File: src/rtl/ipow_pkg.sv
package ipow_pkg;
   typedef enum logic [1:0] {
      ST_IDLE = 2'd0,
      ST_LOOP = 2'd1,
      ST_FIN  = 2'd2
   } ipow_state_e;

   typedef enum int {
      MUL_NATIVE   = 0,
      MUL_SHIFTADD = 1
   } ipow_mul_e;
endpackage

File: src/rtl/ipow_decode.sv
module ipow_decode #(
   parameter int W = 16
) (
   input  logic [W-1:0] base_i,
   input  logic [W-1:0] exp_i,
   input  logic         base_sgn_i,
   input  logic         exp_sgn_i,
   output logic         iter_o,
   output logic [W-1:0] fixed_o,
   output logic         undef_o,
   output logic [W-1:0] mag_o,
   output logic [W-1:0] pow_o,
   output logic         flip_o
);
   localparam logic [W-1:0] ONE  = W'(1);
   localparam logic [W-1:0] ALL1 = '1;

   logic base_neg, exp_neg, base_zero, exp_zero;

   assign base_neg  = base_sgn_i & base_i[W-1];
   assign exp_neg   = exp_sgn_i & exp_i[W-1];
   assign base_zero = (base_i == '0);
   assign exp_zero  = (exp_i == '0);

   always_comb begin
      iter_o  = 1'b0;
      fixed_o = '0;
      undef_o = 1'b0;
      mag_o   = base_neg ? (~base_i + ONE) : base_i;
      pow_o   = exp_i;
      flip_o  = base_neg & exp_i[0];
      if (base_zero && exp_neg) begin
         undef_o = 1'b1;
      end else if (exp_zero) begin
         fixed_o = ONE;
      end else if (base_zero) begin
         fixed_o = '0;
      end else if (exp_neg) begin
         if (base_i == ONE)
            fixed_o = ONE;
         else if (base_neg && base_i == ALL1)
            fixed_o = exp_i[0] ? ALL1 : ONE;
         else
            fixed_o = '0;
      end else begin
         iter_o = 1'b1;
      end
   end
endmodule

File: src/rtl/ipow_mul.sv
module ipow_mul #(
   parameter int W    = 16,
   parameter int IMPL = 0
) (
   input  logic [W-1:0] a_i,
   input  logic [W-1:0] b_i,
   output logic [W-1:0] p_o
);
   generate
      if (IMPL == ipow_pkg::MUL_SHIFTADD) begin : g_shiftadd
         logic [W-1:0] part [W+1];
         assign part[0] = '0;
         for (genvar i = 0; i < W; i++) begin : g_row
            assign part[i+1] = part[i] + (b_i[i] ? (a_i << i) : '0);
         end
         assign p_o = part[W];
      end else begin : g_native
         assign p_o = a_i * b_i;
      end
   endgenerate
endmodule

File: src/rtl/seq_int_pow.sv
module seq_int_pow #(
   parameter int WIDTH     = 16,
   parameter int MULT_IMPL = 0
) (
   input  logic             clk,
   input  logic             rst_n,
   input  logic             start_i,
   input  logic [WIDTH-1:0] base_i,
   input  logic [WIDTH-1:0] exp_i,
   input  logic             base_signed_i,
   input  logic             exp_signed_i,
   output logic             busy_o,
   output logic             done_o,
   output logic [WIDTH-1:0] result_o,
   output logic             undef_o
);
   import ipow_pkg::*;

   localparam logic [WIDTH-1:0] ONE = WIDTH'(1);

   generate
      if (WIDTH < 2) begin : g_bad_width
         $error("seq_int_pow: WIDTH must be at least 2");
      end
      if (MULT_IMPL != MUL_NATIVE && MULT_IMPL != MUL_SHIFTADD) begin : g_bad_impl
         $error("seq_int_pow: MULT_IMPL must be 0 or 1");
      end
   endgenerate

   ipow_state_e      state_q;
   logic [WIDTH-1:0] acc_q, sq_q, pw_q, res_q;
   logic             flip_q, und_pend_q, undef_q, done_q;

   logic             dec_iter, dec_undef, dec_flip;
   logic [WIDTH-1:0] dec_fixed, dec_mag, dec_pow;
   logic [WIDTH-1:0] prod_acc, prod_sq;

   ipow_decode #(.W(WIDTH)) u_decode (
      .base_i     (base_i),
      .exp_i      (exp_i),
      .base_sgn_i (base_signed_i),
      .exp_sgn_i  (exp_signed_i),
      .iter_o     (dec_iter),
      .fixed_o    (dec_fixed),
      .undef_o    (dec_undef),
      .mag_o      (dec_mag),
      .pow_o      (dec_pow),
      .flip_o     (dec_flip)
   );

   ipow_mul #(.W(WIDTH), .IMPL(MULT_IMPL)) u_mul_acc (
      .a_i (acc_q),
      .b_i (sq_q),
      .p_o (prod_acc)
   );

   ipow_mul #(.W(WIDTH), .IMPL(MULT_IMPL)) u_mul_sq (
      .a_i (sq_q),
      .b_i (sq_q),
      .p_o (prod_sq)
   );

   always_ff @(posedge clk or negedge rst_n) begin
      if (!rst_n) begin
         state_q    <= ST_IDLE;
         acc_q      <= '0;
         sq_q       <= '0;
         pw_q       <= '0;
         res_q      <= '0;
         flip_q     <= 1'b0;
         und_pend_q <= 1'b0;
         undef_q    <= 1'b0;
         done_q     <= 1'b0;
      end else begin
         done_q <= 1'b0;
         unique case (state_q)
            ST_IDLE: begin
               if (start_i) begin
                  if (dec_iter) begin
                     acc_q      <= ONE;
                     sq_q       <= dec_mag;
                     pw_q       <= dec_pow;
                     flip_q     <= dec_flip;
                     und_pend_q <= 1'b0;
                     state_q    <= ST_LOOP;
                  end else begin
                     acc_q      <= dec_fixed;
                     flip_q     <= 1'b0;
                     und_pend_q <= dec_undef;
                     state_q    <= ST_FIN;
                  end
               end
            end
            ST_LOOP: begin
               if (pw_q[0])
                  acc_q <= prod_acc;
               sq_q <= prod_sq;
               pw_q <= pw_q >> 1;
               if ((pw_q >> 1) == '0)
                  state_q <= ST_FIN;
            end
            ST_FIN: begin
               res_q   <= flip_q ? (~acc_q + ONE) : acc_q;
               undef_q <= und_pend_q;
               done_q  <= 1'b1;
               state_q <= ST_IDLE;
            end
            default: state_q <= ST_IDLE;
         endcase
      end
   end

   assign busy_o   = (state_q != ST_IDLE);
   assign done_o   = done_q;
   assign result_o = res_q;
   assign undef_o  = undef_q;
endmodule

File: config.mk
export PLATFORM = sky130hd
export DESIGN_NAME = seq_int_pow
export DESIGN_NICKNAME = d
export VERILOG_FILES = /design/src/rtl/ipow_pkg.sv /design/src/rtl/ipow_decode.sv /design/src/rtl/ipow_mul.sv /design/src/rtl/seq_int_pow.sv
export SDC_FILE = /design/constraint.sdc
export NUM_CORES = 1
export LEC_CHECK = 0
export ABC_AREA = 1
export BUFFER_PORTS_ARGS = -buffer_cell sky130_fd_sc_hd__buf_4
export CAP_MARGIN = 20
export CORE_ASPECT_RATIO = 1.25
export CORE_UTILIZATION = 55
export DETAILED_ROUTE_END_ITERATION = 8
export PLACE_DENSITY = 0.72
export SLEW_MARGIN = 20
export SYNTH_ARGS = -nofsm -noshare
export SYNTH_HDL_FRONTEND = slang
export SYNTH_HIERARCHICAL = 1
export SYNTH_SLANG_ARGS = --single-unit
File: constraint.sdc
create_clock -name clk -period 6.81 [get_ports clk]
set_input_delay 0.681 -clock clk [delete_from_list [all_inputs] [get_ports clk]]
set_output_delay 0.681 -clock clk [all_outputs]
set_load 0.05 [all_outputs]
# After elaboration in Yosys (flattened, before gate mapping)
# Index checks and enable logic that the tools add are counted.
[classes]
add_sub_neg = 2
multipliers = 2
eq_ne = 8
mux = 31
bitwise = 5
n_reduce_logical = 12
[ops]
columns = ["cell", "count"]
rows = [
  ["$mux 16", 16],
  ["$pmux 16 s2", 3],
  ["$logic_not 16->1", 3],
  ["$add 16x1->16 const B", 2],
  ["$mul 16x16->16", 2],
  ["$not 16->16", 2],
  ["$eq 16x1->1 const B", 1],
  ["$eq 16x16->1 const B", 1],
  ["$mux 1", 8],
  ["$ne 2x2->1 const B", 4],
  ["$mux 2", 3],
  ["$reduce_and 3->1", 2],
  ["$pmux 2 s2", 1],
  ["$reduce_and 2->1", 2],
  ["$reduce_bool 2->1", 2],
  ["$and 1x1->1", 3],
  ["$eq 2x1->1 const B", 1],
  ["$eq 2x2->1 const B", 1],
  ["$logic_and 1x1->1", 2],
  ["$logic_not 2->1", 1],
]
[totals]
regBits = 70
inputBits = 37
wordCells = 69

# Logic depth before layout (Yosys ltp)
[depth]
ltp_word = 11
ltp_mapped = 31
depth_no_buf = 29

# Modules after synthesis
# The synthesis kept the hierarchy.
[by_module_without_submodules]
columns = ["mod", "instances", "cells_per_inst", "area_per_inst_um2", "seq_area_each_um2"]
rows = [
  ["ipow_mul (u_mul_acc)", 1, 643, 4371.7, 0.0],
  ["ipow_mul (u_mul_sq)", 1, 623, 4277.9, 0.0],
  ["seq_int_pow", 1, 448, 3500.9, 1751.7],
  ["ipow_decode", 1, 156, 887.1, 0.0],
]

# Least setup slack after synthesis
# Ideal clock, no wire load.
[synth_path]
kind = "register to register"
startpoint = "register sq_q[1]"
endpoint = "register sq_q[15]"
setup_ns = 0.082
arrival_time_ns = 5.305
required_ns = 6.728
setup_slack_ns = 1.423
stages_incl_launch_ff = 25
n_path_buf = 2
cell_sequence = "dfrtp_1 > buf_4 > clkbuf_1 > nand2_1 > fa_1 > fa_1 > inv_1 > fa_1 > inv_1 > fa_1 > inv_1 > fa_1 > inv_1 > fa_1 > inv_1 > ha_1 > nand2_1 > nor2_1 > nand3_1 > o2111a_1 > inv_1 > nand3_1 > nand2_1 > nand2_1 > a31oi_1"
[synth_via]
elab_chain_len = 2
[synth_rtl]
columns = ["item", "line_no", "rtl"]
rows = [
  ["start: declaration", "seq_int_pow.sv:31", "logic [WIDTH-1:0] acc_q, sq_q, pw_q, res_q;"],
  ["start signal: assignment", "seq_int_pow.sv:81", "sq_q <= dec_mag;"],
  ["start signal: assignment", "seq_int_pow.sv:97", "sq_q <= prod_sq;"],
  ["$mul 16x16->16", "ipow_mul.sv:18", "assign p_o = a_i * b_i;"],
  ["named net prod_sq[15]", "seq_int_pow.sv:36", "logic [WIDTH-1:0] prod_acc, prod_sq;"],
  ["$pmux 16 s2", "seq_int_pow.sv:76", "unique case (state_q)"],
]
# The timed path passes the listed nets, and every way through them passes these cells.
# A chain may end at the register's enable or synchronous reset.

# Worst setup path after layout
[layout_path]
startpoint = "register sq_q[2]"
endpoint = "register acc_q[15]"
[layout_via]
elab_chain_len = 3
[layout_rtl]
columns = ["item", "line_no", "rtl"]
rows = [
  ["$mul 16x16->16", "ipow_mul.sv:18", ""],
  ["named net prod_acc[15]", "seq_int_pow.sv:36", ""],
  ["$mux 16", "seq_int_pow.sv:95", "if (pw_q[0])"],
  ["$pmux 16 s2", "seq_int_pow.sv:76", ""],
  ["end signal: assignment", "seq_int_pow.sv:87", "acc_q <= dec_fixed;"],
  ["end signal: assignment", "seq_int_pow.sv:96", "acc_q <= prod_acc;"],
  ["end: declaration", "seq_int_pow.sv:31", ""],
]
# The timed path passes the listed nets, and every way through them passes these cells. The select of a mux whose other input is x is not followed.

==> results.tsv <==
metric	value	unit
num-fill-cells	2181	
hold_buffers	0	
ys_top_cells_by_area	fa_1 (25%), nand2_1 (16%), dfrtp_1 (13%), inv_1 (13%), ha_1 (9.8%)	
post_cts_resized	0	
synth_area	13000	µm²
wl	29600	µm
crit_chain	buf_12, buf_4, nand2_1, fa_1, fa_1, fa_1, fa_1, fa_1, fa_1, inv_1, ha_1, nand2_1, inv_1, a221oi_1, nand3_1, inv_1, nand3_1, nand2_1, nand2_1, a31oi_1	
yosysWarnings	6	
die_x	140	µm
grt_overflow	0	
worst_r2r_path_depth	20	
cts.sinks	70	
clkSlewWorstSetupHoldPaths	0.06	ns
postSynthAreaPerCell	6.97	µm²
grt_busiest_layer	met2	
drv_slew	0	
finalCriticalPeriod	5.88	ns
portBuffers	55	
slowest_delay	0.71	ns
cap_violations	0	
hp-class	in2async	
fp.dieH	174	µm
cp_max_fo	21	
seqCellArea	1750	µm²
drive_gt1_share	7.35	%
routabilityCongestion	0.876	
cts_made_buffers	9	
core	23100	µm²
post_cts_buffers	0	
synth_top_area_share	24.6	%
synthToLayoutAreaGrowth	5.22	%
end_kind	flip-flop	
die_area	24300	µm²
multi_input_area	8960	µm²
use_met3	1.93	%
worstPathArrival	6.16	ns
synth_seq_cells	70	
viasPerCell	5.09	
r2r_slack	0.93	ns
grt_pass1_vias	11300	
ys_top_cells_by_count	nand2_1 (565), inv_1 (456), fa_1 (160), ha_1 (102), nor2_1 (95)	
cp.required	7.09	ns
drc	0	
syn-num-nets	2169	
fmax	0.170	GHz
worst_pin_slew	1.01	ns
clock_skew	0.0125	ns
relSlewSlack	32.8	%
vias	11000	
start_util	56.4	%
wl_per_cell	13.8	µm
dp_hpwl	23500	µm
htree_levels	3	
cts_tree	built	
status	completed	
synth-edff-count	0	
clockBufferDepth	2	
path_class	reg2reg	
grtUsageMet2	49.5	%
r2r-end	acc_q[15]	
grt_setup_unrepaired	no	
cp_common_cell	fa_1	
cts-root-buf	clkbuf_16	
boundaryPins	56	
cpMaxStageDelayCell	dfrtp_1	
clock_latency	0.36	ns
diodes	0	
syn_inst	1870	
rows	62	
grt_max_degree	71	
r2r-start	sq_q[2]	
ant_nets	0	
synth_seq_area_share	13.4	%
nNetsFinal	2157	
ys.flop_type	dfrtp_1	
start_kind	flip-flop	
final.setup.tns	0	ns
setup_viol	0	
finalHoldViolCount	0	
grt_usage	26.2	%
first_pass_iters	7	
grt_pass1_wl	51800	µm
use_met1	31.4	%
yosysUniqueCellTypes	45	
synth_top_area_cell	fa_1	
antenna_found_initial	0	
synth.most_common_cell	nand2_1	
async_reset_ff_share	100	%
dr.first_iter.drc_count	545	
period_share	86.4	%
sequential cells by signal, summed over array words and instances, names as in the netlist:
signal	flops
acc_q	16
pw_q	16
result_o	16
sq_q	16
state_q	2
done_o	1
flip_q	1
und_pend_q	1
undef_o	1
cell families after synthesis:
family / after synthesis / synth area share [%]
and+or+nand+nor: 806 / 25.6
buffers and inverters: 565 / 17.9
adders and majority gates: 262 / 34.4
AOI/OAI and AO/OA: 122 / 5.52
DFF: 70 / 13.4
xor gates and xnor gates: 45 / 3.20
worst max path at each step:
stage / startpoint / end / slack (ns) / cells after the start
floorplan: sq_q[1] / sq_q[15] / 1.42 / 24
global placement: sq_q[2] / acc_q[13] / 0.95 / 21
detailed placement: sq_q[2] / acc_q[15] / 0.95 / 20
CTS: sq_q[2] / acc_q[15] / 0.94 / 20
global route: sq_q[5] / acc_q[12] / 0.53 / 18
finish: sq_q[2] / acc_q[15] / 0.93 / 20
per-layer routing:
metal  share of wire (%)  routed length (µm)  vias to the layer above
li1                    -                   -                     5454
met1                  43               12700                     5272
met4                 1.6                 461                        0
met2                  53               15600                      201
met3                 2.8                 843                       32
met5                   0                   0                        -
critical path, delay by kind of cell, from the launching register on:
| family | cells | cell delay, ns |
|---|---|---|
| AOI/OAI and AO/OA | 2 | 0.46 |
| adders and majority gates | 7 | 3.48 |
| buffers and inverters | 5 | 0.65 |
| DFF | 1 | 0.71 |
| and+or+nand+nor | 6 | 0.53 |
area by class of cell:
type                            instances  share of cell area [%]
Clock buffer                           12                    1.80
Clock inverter                          4                   0.401
Inverter                              466                    12.8
Multi-Input combinational cell       1235                    65.3
Sequential cell                        70                    12.8
Tap cell                              288                    2.63
Timing Repair Buffer                   76                    4.34
placed cells by master, fill, tap and decap left out, drive strengths merged:
cell type,instances
a21oi,28
o2111ai,2
xnor2,13
a221oi,1
nand3b,7
nand4,8
nor2,102
nand2,586
o211ai,14
ha,102
xor2,32
bufinv,1
clkbuf,12
nand2b,1
o21ai,40
a31oi,33
o2111a,1
inv,463
fa,160
nand3,95
buf,76
clkinv,5
dfrtp,70
nor3,4
nor4,2
or2,1
clkinvlp,1
a21o,1
o21bai,2
stage by stage:
step / instance area [µm²] / std cells / utilization [%] / setup WS [ns] / hold WS (ns)
after detailed placement: 13400 / 2135 / 58.0 / 0.955 / 0.466
after global placement: 13400 / 2135 / 58.0 / 0.955 / 0.470
after global routing: 13700 / 2151 / 59.3 / 0.526 / 0.507
after CTS: 13700 / 2151 / 59.3 / 0.942 / 0.488
final: 13700 / 2151 / 59.3 / 0.929 / 0.442
after floorplan: 13000 / 1870 / - / 1.42 / 0.385
Power is not shown: default switching activity piles up to over one toggle a cycle in this logic, so the estimate is an artifact.
